<file path="src/rtl/mbx_pkg.sv">
package mbx_pkg;
  localparam int unsigned WORD_W = 32;
  localparam int unsigned PTR_W  = 8;

  // status word bit positions
  localparam int unsigned B_IEN  = 0;
  localparam int unsigned B_IST  = 1;
  localparam int unsigned B_IGEN = 2;
  localparam int unsigned B_RDY  = 3;
  localparam int unsigned B_RST  = 4;
  localparam int unsigned B_OVF  = 5;

  typedef enum logic [1:0] {
    REG_OUT_WIN   = 2'd0,
    REG_HOST_STAT = 2'd1,
    REG_IN_WIN    = 2'd2,
    REG_PEER_STAT = 2'd3
  } reg_sel_e;

  function automatic logic [WORD_W-1:0] pack_status(
    input logic [PTR_W-1:0] depth, input logic [PTR_W-1:0] wp,
    input logic [PTR_W-1:0] rp, input logic [7:0] flags);
    return {depth, wp, rp, flags};
  endfunction
endpackage

</file>
<file path="src/rtl/mbx_ring.sv">
module mbx_ring #(
  parameter int unsigned DEPTH  = 8,
  parameter int unsigned DATA_W = 32
) (
  input  logic              clk,
  input  logic              rst_n,
  input  logic              flush,
  input  logic              push,
  input  logic [DATA_W-1:0] push_data,
  input  logic              pop,
  output logic [DATA_W-1:0] head,
  output logic [7:0]        rd_ptr,
  output logic [7:0]        wr_ptr,
  output logic [7:0]        fill,
  output logic              full,
  output logic              empty,
  output logic              drop
);
  localparam int unsigned IDX_W = (DEPTH > 1) ? $clog2(DEPTH) : 1;
  localparam logic [7:0]  DEPTH_P = 8'(DEPTH);

  logic [DATA_W-1:0] slot_q [DEPTH];
  logic [7:0] rd_nxt, wr_nxt;
  logic       do_push, do_pop;

  assign fill  = wr_ptr - rd_ptr;
  assign full  = (fill == DEPTH_P);
  assign empty = (fill == 8'd0);
  assign head  = slot_q[rd_ptr[IDX_W-1:0]];
  assign drop  = push && full && !flush;

  always_comb begin
    do_push = push && !full && !flush;
    do_pop  = pop && !empty && !flush;
    wr_nxt  = do_push ? wr_ptr + 8'd1 : wr_ptr;
    rd_nxt  = flush ? wr_ptr : (do_pop ? rd_ptr + 8'd1 : rd_ptr);
  end

  always_ff @(posedge clk or negedge rst_n) begin
    if (!rst_n) begin
      rd_ptr <= '0;
      wr_ptr <= '0;
    end else begin
      rd_ptr <= rd_nxt;
      wr_ptr <= wr_nxt;
    end
  end

  for (genvar g = 0; g < DEPTH; g++) begin : g_slot
    always_ff @(posedge clk) begin
      if (do_push && (wr_ptr[IDX_W-1:0] == IDX_W'(g)))
        slot_q[g] <= push_data;
    end
  end

  p_fill_bound_r3: assert property (@(posedge clk) disable iff (!rst_n)
    fill <= DEPTH_P);
  p_full_drop_r2: assert property (@(posedge clk) disable iff (!rst_n)
    (push && full) |=> $stable(wr_ptr));
  p_empty_pop_r5: assert property (@(posedge clk) disable iff (!rst_n)
    (pop && empty && !flush) |=> $stable(rd_ptr));
  p_flush_r8: assert property (@(posedge clk) disable iff (!rst_n)
    flush |=> (rd_ptr == wr_ptr));
endmodule

</file>
<file path="src/rtl/mbx_ctl.sv">
module mbx_ctl (
  input  logic        clk,
  input  logic        rst_n,
  input  logic        stat_we,
  input  logic [31:0] wdata,
  input  logic        peer_irq_in,
  input  logic        ovf_set,
  output logic        ien,
  output logic        ist,
  output logic        rdy,
  output logic        rst_flag,
  output logic        ovf,
  output logic        irq,
  output logic        ig_pulse
);
  import mbx_pkg::*;

  logic ien_n, ist_n, rdy_n, rst_n_flag, ovf_n, ig_n;

  always_comb begin
    ien_n      = ien;
    rdy_n      = rdy;
    rst_n_flag = rst_flag;
    ist_n      = ist;
    ovf_n      = ovf;
    ig_n       = 1'b0;
    if (stat_we) begin
      ien_n      = wdata[B_IEN];
      rdy_n      = wdata[B_RDY];
      rst_n_flag = wdata[B_RST];
      ig_n       = wdata[B_IGEN];
      if (wdata[B_IST]) ist_n = 1'b0;
      if (wdata[B_OVF]) ovf_n = 1'b0;
    end
    if (peer_irq_in) ist_n = 1'b1;
    if (ovf_set)     ovf_n = 1'b1;
  end

  always_ff @(posedge clk or negedge rst_n) begin
    if (!rst_n) begin
      ien      <= 1'b0;
      ist      <= 1'b0;
      rdy      <= 1'b0;
      rst_flag <= 1'b0;
      ovf      <= 1'b0;
      ig_pulse <= 1'b0;
    end else begin
      ien      <= ien_n;
      ist      <= ist_n;
      rdy      <= rdy_n;
      rst_flag <= rst_n_flag;
      ovf      <= ovf_n;
      ig_pulse <= ig_n;
    end
  end

  assign irq = ien && ist;

  p_ack_r6: assert property (@(posedge clk) disable iff (!rst_n)
    (stat_we && wdata[B_IST] && !peer_irq_in) |=> !ist);
  p_set_r6: assert property (@(posedge clk) disable iff (!rst_n)
    peer_irq_in |=> ist);
  p_ig_pulse_r7: assert property (@(posedge clk) disable iff (!rst_n)
    ig_pulse |-> $past(stat_we && wdata[B_IGEN]));
  p_ovf_sticky_r2: assert property (@(posedge clk) disable iff (!rst_n)
    (ovf && !(stat_we && wdata[B_OVF])) |=> ovf);
endmodule

</file>
<file path="src/rtl/mbx_host_window.sv">
module mbx_host_window #(
  parameter int unsigned DEPTH = 8
) (
  input  logic        clk,
  input  logic        rst_n,
  input  logic        host_sel,
  input  logic        host_we,
  input  logic [3:0]  host_addr,
  input  logic [31:0] host_wdata,
  output logic [31:0] host_rdata,
  output logic        host_irq,
  output logic        out_avail,
  output logic [31:0] out_data,
  input  logic        out_pop,
  input  logic        in_push,
  input  logic [31:0] in_data,
  output logic        in_full,
  input  logic        peer_ready,
  input  logic        peer_irq_in,
  output logic        peer_irq_out
);
  import mbx_pkg::*;

  localparam logic [7:0] DEPTH_F = 8'(DEPTH);

  reg_sel_e   rsel;
  logic       wr_acc, rd_acc;
  logic       ien, ist, rdy, rst_flag, ovf, ob_drop;
  logic [7:0] ob_rp, ob_wp, ob_fill, ib_rp, ib_wp, ib_fill;
  logic       ob_full, ob_empty, ib_full, ib_empty, ib_drop;
  logic [31:0] ib_head, rdata_n;
  logic [7:0]  host_flags, peer_flags;

  assign rsel   = reg_sel_e'(host_addr[3:2]);
  assign wr_acc = host_sel && host_we;
  assign rd_acc = host_sel && !host_we;

  mbx_ring #(.DEPTH(DEPTH), .DATA_W(WORD_W)) u_out (
    .clk(clk), .rst_n(rst_n), .flush(rst_flag),
    .push(wr_acc && (rsel == REG_OUT_WIN)), .push_data(host_wdata),
    .pop(out_pop), .head(out_data), .rd_ptr(ob_rp), .wr_ptr(ob_wp),
    .fill(ob_fill), .full(ob_full), .empty(ob_empty), .drop(ob_drop));

  mbx_ring #(.DEPTH(DEPTH), .DATA_W(WORD_W)) u_in (
    .clk(clk), .rst_n(rst_n), .flush(rst_flag),
    .push(in_push), .push_data(in_data),
    .pop(rd_acc && (rsel == REG_IN_WIN)), .head(ib_head),
    .rd_ptr(ib_rp), .wr_ptr(ib_wp), .fill(ib_fill), .full(ib_full),
    .empty(ib_empty), .drop(ib_drop));

  mbx_ctl u_ctl (
    .clk(clk), .rst_n(rst_n),
    .stat_we(wr_acc && (rsel == REG_HOST_STAT)), .wdata(host_wdata),
    .peer_irq_in(peer_irq_in), .ovf_set(ob_drop),
    .ien(ien), .ist(ist), .rdy(rdy), .rst_flag(rst_flag), .ovf(ovf),
    .irq(host_irq), .ig_pulse(peer_irq_out));

  assign out_avail = !ob_empty;
  assign in_full   = ib_full;

  always_comb begin
    host_flags        = '0;
    host_flags[B_IEN] = ien;
    host_flags[B_IST] = ist;
    host_flags[B_RDY] = rdy;
    host_flags[B_RST] = rst_flag;
    host_flags[B_OVF] = ovf;
    peer_flags        = '0;
    peer_flags[B_RDY] = peer_ready;
  end

  always_comb begin
    unique case (rsel)
      REG_HOST_STAT: rdata_n = pack_status(DEPTH_F, ob_wp, ob_rp, host_flags);
      REG_IN_WIN:    rdata_n = (ib_empty || rst_flag) ? '0 : ib_head;
      REG_PEER_STAT: rdata_n = pack_status(DEPTH_F, ib_wp, ib_rp, peer_flags);
      default:       rdata_n = '0;
    endcase
  end

  always_ff @(posedge clk or negedge rst_n) begin
    if (!rst_n)      host_rdata <= '0;
    else if (rd_acc) host_rdata <= rdata_n;
  end

  p_drop_pointer_r2: assert property (@(posedge clk) disable iff (!rst_n)
    ob_drop |=> ovf);
  p_empty_read_r5: assert property (@(posedge clk) disable iff (!rst_n)
    (rd_acc && (rsel == REG_IN_WIN) && ib_empty) |=> (host_rdata == 32'd0));
endmodule

</file>
<file path="config.mk">
export PLATFORM = sky130hd
export DESIGN_NAME = mbx_host_window
export DESIGN_NICKNAME = d
export VERILOG_FILES = /design/src/rtl/mbx_pkg.sv /design/src/rtl/mbx_ring.sv /design/src/rtl/mbx_ctl.sv /design/src/rtl/mbx_host_window.sv
export SDC_FILE = /design/constraint.sdc
export NUM_CORES = 1
export LEC_CHECK = 0
export ABC_AREA = 1
export CAP_MARGIN = 30
export CORE_AREA = 2 2 323 325
export CTS_BUF_LIST = sky130_fd_sc_hd__clkbuf_8
export DETAILED_ROUTE_END_ITERATION = 12
export DIE_AREA = 0 0 325 327
export HOLD_SLACK_MARGIN = 0.02
export PLACE_DENSITY_LB_ADDON = 0.05
export SYNTH_ARGS = -nofsm -noshare
export SYNTH_HDL_FRONTEND = slang
export SYNTH_SLANG_ARGS = --single-unit
</file>
<file path="constraint.sdc">
create_clock -name clk -period 6.9 [get_ports clk]
set_input_delay 1.38 -clock clk [delete_from_list [all_inputs] [get_ports clk]]
set_output_delay 1.38 -clock clk [all_outputs]
set_load 0.005 [all_outputs]
</file>
* Word-level counts from Yosys, hierarchy flattened
Memory sizes are Yosys's and may differ from the RTL's. Index checks and enable logic that the tools add are counted.
Word-level totals: register bits after elaboration 70, memory bits (writable) 512, input bits 76, word-level logic and storage cells 191, memories kept 2
Memory list:
- u_in.slot_q | words 8, width 32, rd ports 1, clocked after Yosys merged registers in 0, wr ports 1, RTL line mbx_ring.sv:22 | logic [DATA_W-1:0] slot_q [DEPTH];
- u_out.slot_q | words 8, width 32, rd ports 1, clocked after Yosys merged registers in 0, wr ports 1, RTL line mbx_ring.sv:22
Cells by class: add/sub/neg operators 6, equality and inequality tests 19, muxes and demuxes 87, reduce and logical (&&, ||, !) cells 66
Operators with widths (number):
- $mux W32 | 15
- $reduce_or A32 Y1 | 14
- $pmux W32 S3 | 1
- $mux W1 | 53
- $mux W3 | 14
- $add A8 B1 Y8 const B | 4
- $logic_and A1 B1 Y1 | 32
- $mux W8 | 4
- $eq A3 B3 Y1 const B | 8
- $eq A8 B4 Y1 const B | 2
- $logic_not A8 Y1 | 2
- $sub A8 B8 Y8 | 2
- $eq A3 B2 Y1 const B | 4
- $reduce_bool A2 Y1 | 6
- $eq A3 B1 Y1 const B | 2
- $logic_not A1 Y1 | 6
- $logic_not A3 Y1 | 2
- $eq A2 B2 Y1 const B | 2
- $reduce_and A2 Y1 | 2
- $eq A2 B1 Y1 const B | 1
- $logic_not A2 Y1 | 1
- $logic_or A1 B1 Y1 | 1

* Logic depth before layout (Yosys ltp)
word-level depth 16, gate-level depth with buffers 17, depth with buffers taken out 15

* Hierarchy
Synthesis repeated with hierarchy kept, for this count alone.
Unflattened totals: cell total of the unflattened synthesis 2202, area total of the unflattened synthesis 24741.2 µm²
Modules (own cells, without submodules):
- mbx_ring (u_out) | instances 1, cells each 952, area each 11348.4 µm²
- mbx_ring (u_in) | instances 1, cells each 950, area each 11337.1 µm²
- mbx_host_window | instances 1, cells each 272, area each 1811.7 µm²
- mbx_ctl | instances 1, cells each 28, area each 244.0 µm²

* Least setup slack after synthesis
OpenSTA, ideal clock, no wires.
kind in2reg, start point input host_addr[3], end point memory u_out.slot_q[0][0] (enable), data arrival time 3.787 ns, required time 6.479 ns, setup slack 2.692 ns, stages on the path 5, path buffers 2, cells stage by stage buf_2 -> nor4_2 -> nand2_2 -> buf_6 -> nor2_1
On the way: cells in the longest elaborated chain, start to end 15, elaborated cells on any way between the ends 49, classes of those cells mux (30); reduce/logical (19)
Ends and longest elaborated chain:
- start, declared | RTL line mbx_host_window.sv:8 | input logic [3:0] host_addr,
- $logic_not A2 Y1 (*) | RTL line mbx_host_window.sv:40 | .push(wr_acc && (rsel == REG_OUT_WIN)), .push_data(host_wdata),
- $logic_and A1 B1 Y1 (*) | RTL line mbx_host_window.sv:40
- $logic_and A1 B1 Y1 (*) (2 in a row) | RTL line mbx_ring.sv:33 | do_push = push && !full && !flush;
- $logic_and A1 B1 Y1 | RTL line mbx_ring.sv:51 | if (do_push && (wr_ptr[IDX_W-1:0] == IDX_W'(g)))
- $mux W1 | RTL line mbx_ring.sv:51
- $mux W1 (implied by the code) | RTL line mbx_ring.sv:52 | slot_q[g] <= push_data;
- $reduce_or A32 Y1 (no source line)
- $mux W3 (no source line) / $mux W1 (equally long branches) (7 in a row)
- end, declared | RTL line mbx_ring.sv:22
Every way passes the cells marked *; elsewhere a longest branch is shown, timed or not.

* Worst setup path in the final report
start point register u_out.rd_ptr[0], end point output out_data[4]
On the way: cells in the longest elaborated chain, start to end 1
Ends and longest elaborated chain:
- start, declared | RTL line mbx_ring.sv:12 | output logic [7:0] rd_ptr,
- start signal, assigned | RTL line mbx_ring.sv:44 | rd_ptr <= rd_nxt;
- $mem_v2 Z8 W32
- end, declared | RTL line mbx_host_window.sv:13 | output logic [31:0] out_data,
Every way passes these cells.

==> results by group <==
Worst setup path
  – Arr. time, crit path: roughly 4.2 ns
  – Kind of critical path: reg -> out
  – CP Launch Type: flop
  – Worst Setup SP: u_out.rd_ptr[0]$_DFFE_PN0P_
  – Crit-path max FO: 73
  – FF-to-FF Start: u_out.rd_ptr[2]$_DFFE_PN0P_
  – CP required: 5.52 ns
  – CP Capture Type: output port

GRT
  – Gr usage total: between 10% and 20%
  – Initial antenna violation count: 9
  – Number of global-route vias before repair: 16.9k
  – Total grt overflow: 0
  – First-pass GRT wire length: 117 mm
  – Largest net degree at the start of global routing: 84

Floorplanning
  – Starting density of the core: between 20% and 30%
  – Core area: around 100000 µm²
  – Row count: 118
  – Area of the die: approximately 110000 µm²
  – Die Span X: 325 µm
  – IO Pins: 144
  – Die Y: 327 µm

Flow run
  – Max Cap Viol: 0

STA
  – Headroom to the max-slew limit: approximately a third
  – Final setup viols: 0
  – Worst slew pin tran: between 0.9 and 1 ns
  – Final Hold Fails: 0
  – Final period util: 80.4%
  – Fin crit period: approximately 5.5 ns
  – Fin Hold WS: 0.459 ns
  – Achievable Freq: 0.180 GHz
  – Final slew viol count: 0
  – RSZ-0062 raised after global routing: false
  – Setup TNS: 0 ns
  – Skew final: 0.0375 ns

Synthesis
  – Synth unique cells: 44
  – Mean post-synth cell area: 11.5 µm²
  – YS warnings: 0
  – Prevailing post-synth register cell: edfxtp_1
  – Cells after Synth: 2132
  – Fraction of registers with async set/reset: between 10% and 20%
  – Mapped Area: around 24000 µm²
  – EDFF count, synth: a little over 500
  – Syn_nets: around 2.2k
  – Register bit total from synthesis: 582
  – Post-synthesis sequential area ratio: 70.0%

Clock network
  – Resized cells post-CTS: 0
  – Clk Latency, worst-skew pair: ~0.76 ns
  – CTS max path bufs: 3
  – Sink Count: a little under 600
  – Total CTS buffers: 112
  – CTS tree: yes
  – Setup repair bufs after CTS: 0
  – Clk pin slew, worst setup/hold paths: 0.06 ns
  – Root Buffer: clkbuf_8
  – Cts hold-fix bufs: 0
  – H-Tree Depth: 3

Pwr
  – Max VDD drop: about 0.2 mV
  – Pwr dens: 365 nW/µm²
  – Net Sw Frac: 37.1%
  – Leakage: 10.5 nW
  – Proportion of power drawn by combinational gates: 31.6%
  – Total Power: around 0.011 W
  – Register share of total power: 39.3%
  – Pint: approximately 0.0068 W
  – P_sw: around 0.0040 W
  – Clock power share: between 20% and 30%

Layout
  – Area grow syn2layout: 20.8%
  – # fillers: roughly 11k
  – Layout cell share with drive strength beyond 1: 9.81%
  – Nets: about 2.4k

Route
  – DRT iter0 DRCs: 937
  – Vias: between 15k and 20k
  – DRT Pass-1 Iters: 5
  – Post-Route WL: slightly below 80 mm
  – Routed wire length per instance: 21.0 µm
  – # DRC: 0
  – Routed Antenna Nets: 0
  – Via/cell ratio: 4.34

Hold path
  – HP Class: in -> async

Place
  – Gp weighted congestion: 0.738
  – Dpl hpwl: 45.1 mm
  – Port Buffers: between 100 and 150

Outcome
  – Status: completed
[cells by family after synthesis]
family / synth area share [%]
simple gates: 15.2
xor+xnor: 0.925
compound gates: 8.80
fa+ha+maj: 1.43
flops: 70.0
buf+inv: 3.63
[layout by cell type, fill, tap and decap left out, types with 28 or more instances in the layout]
| master | instances |
|---|---|
| edfxtp_1 | 512 |
| nand2_1 | 382 |
| nor2_1 | 323 |
| o21ai_0 | 202 |
| clkdlybuf4s50_1 | 140 |
| nand3_1 | 132 |
| inv_1 | 131 |
| clkbuf_8 | 120 |
| dfrtp_1 | 66 |
| a21oi_1 | 51 |
| o22ai_1 | 47 |
| a31oi_1 | 42 |
| buf_4 | 34 |
| ha_1 | 28 |
[worst max-delay path, stage by stage, from the launching register on]
cell and delay, ns:
dfrtp_4 0.85, clkinv_2 0.88, buf_12 0.48, o21ai_0 0.22
o22ai_1 0.09, nor2_1 0.14, a31oi_1 0.10, clkdlybuf4s50_1 0.52
[stage by stage]
step           utilization (%)  worst slack (ns)  area (µm²)  instances
6_report                  28.7              1.35       29600       3779
5_1_grt                   28.7             0.927       29600       3778
4_1_cts                   28.7              1.21       29600       3775
3_5_place_dp              26.7              1.65       27500       3569
3_3_place_gp              26.7              1.78       27500       3567
2_1_floorplan                -              2.69       24500       2132
[sequential cells by signal, indices dropped and copies added (netlist names)]
register        count
u_out.rd_ptr        8
u_ctl.ig_pulse      1
u_in.wr_ptr         8
u_out.slot_q      256
u_ctl.ien           1
u_ctl.ist           1
u_ctl.rdy           1
u_in.slot_q       256
u_in.rd_ptr         8
host_rdata         32
u_ctl.ovf           1
u_ctl.rst_flag      1
u_out.wr_ptr        8
[synth_stat cells (2+ instances only)]
cell	number	area (µm²)
o21ai_1	4	20.0
a221oi_1	9	78.8
a21oi_1	51	255
edfxtp_1	512	15400
nand2_1	382	1430
nand3b_1	2	15.0
a21boi_0	9	67.6
xnor2_1	4	35.0
nand4_1	7	43.8
o21a_1	9	67.6
ha_1	28	350
buf_1	6	22.5
xor2_1	20	175
o22ai_1	47	294
buf_2	39	195
a31oi_1	42	263
inv_1	85	319
o21ai_0	202	1010
inv_2	4	15.0
nand2_4	2	22.5
dfrtp_1	70	1750
nor2_4	4	45.0
clkbuf_1	64	240
nor2_2	3	18.8
nand3_2	3	30.0
nand2_2	8	50.1
buf_6	3	33.8
o21ai_2	6	52.6
nor3b_1	2	15.0
nor3_1	14	70.1
nor2_1	340	1280
nand3_1	132	661
buf_4	8	60.1
[power groups by stage]
stage	logic, W	registers (W)	clock network (W)
2_1_floorplan	0.00218	0.00416	0
3_3_place_gp	0.00350	0.00432	0
3_5_place_dp	0.00352	0.00432	0
4_1_cts	0.00353	0.00425	0.00329
5_1_grt	0.00385	0.00427	0.00342
6_report	0.00341	0.00424	0.00315
[worst paths after layout]
check,depth (start not counted),slack (ns),endpoint
max,7,1.35,out_data[4]
min,1,0.46,host_rdata[12]$_DFFE_PN0P_
max reg2reg,10,2.94,u_out.slot_q[1][7]$_DFFE_PP_
min reg2reg,2,0.48,host_rdata[18]$_DFFE_PN0P_
max in group asynchronous,3,5.50,host_rdata[6]$_DFFE_PN0P_
min in group clk,2,0.48,host_rdata[18]$_DFFE_PN0P_
[layout make-up]
class / count / area, µm² / area share (%)
antenna: 3 / 7.51 / 0.0254
sequential: 582 / 17100 / 57.9
inverter: 90 / 344 / 1.16
timing repair buffer: 178 / 1740 / 5.88
tap: 1380 / 1730 / 5.84
clock inverter: 86 / 389 / 1.32
multi-input combinational: 1340 / 6590 / 22.3
clock buffer: 120 / 1650 / 5.58
[layer usage]
layer / GRT usage, % / part of all wire [%] / vias to the layer above
met4: 4.82 / 2.7 / 16
li1: - / - / 7852
met3: 3.04 / 4.0 / 159
met2: 24.2 / 47 / 300
met5: 0 / 0.13 / -
met1: 19.7 / 47 / 8090
Note: power is estimated with default switching activity, not from simulation.
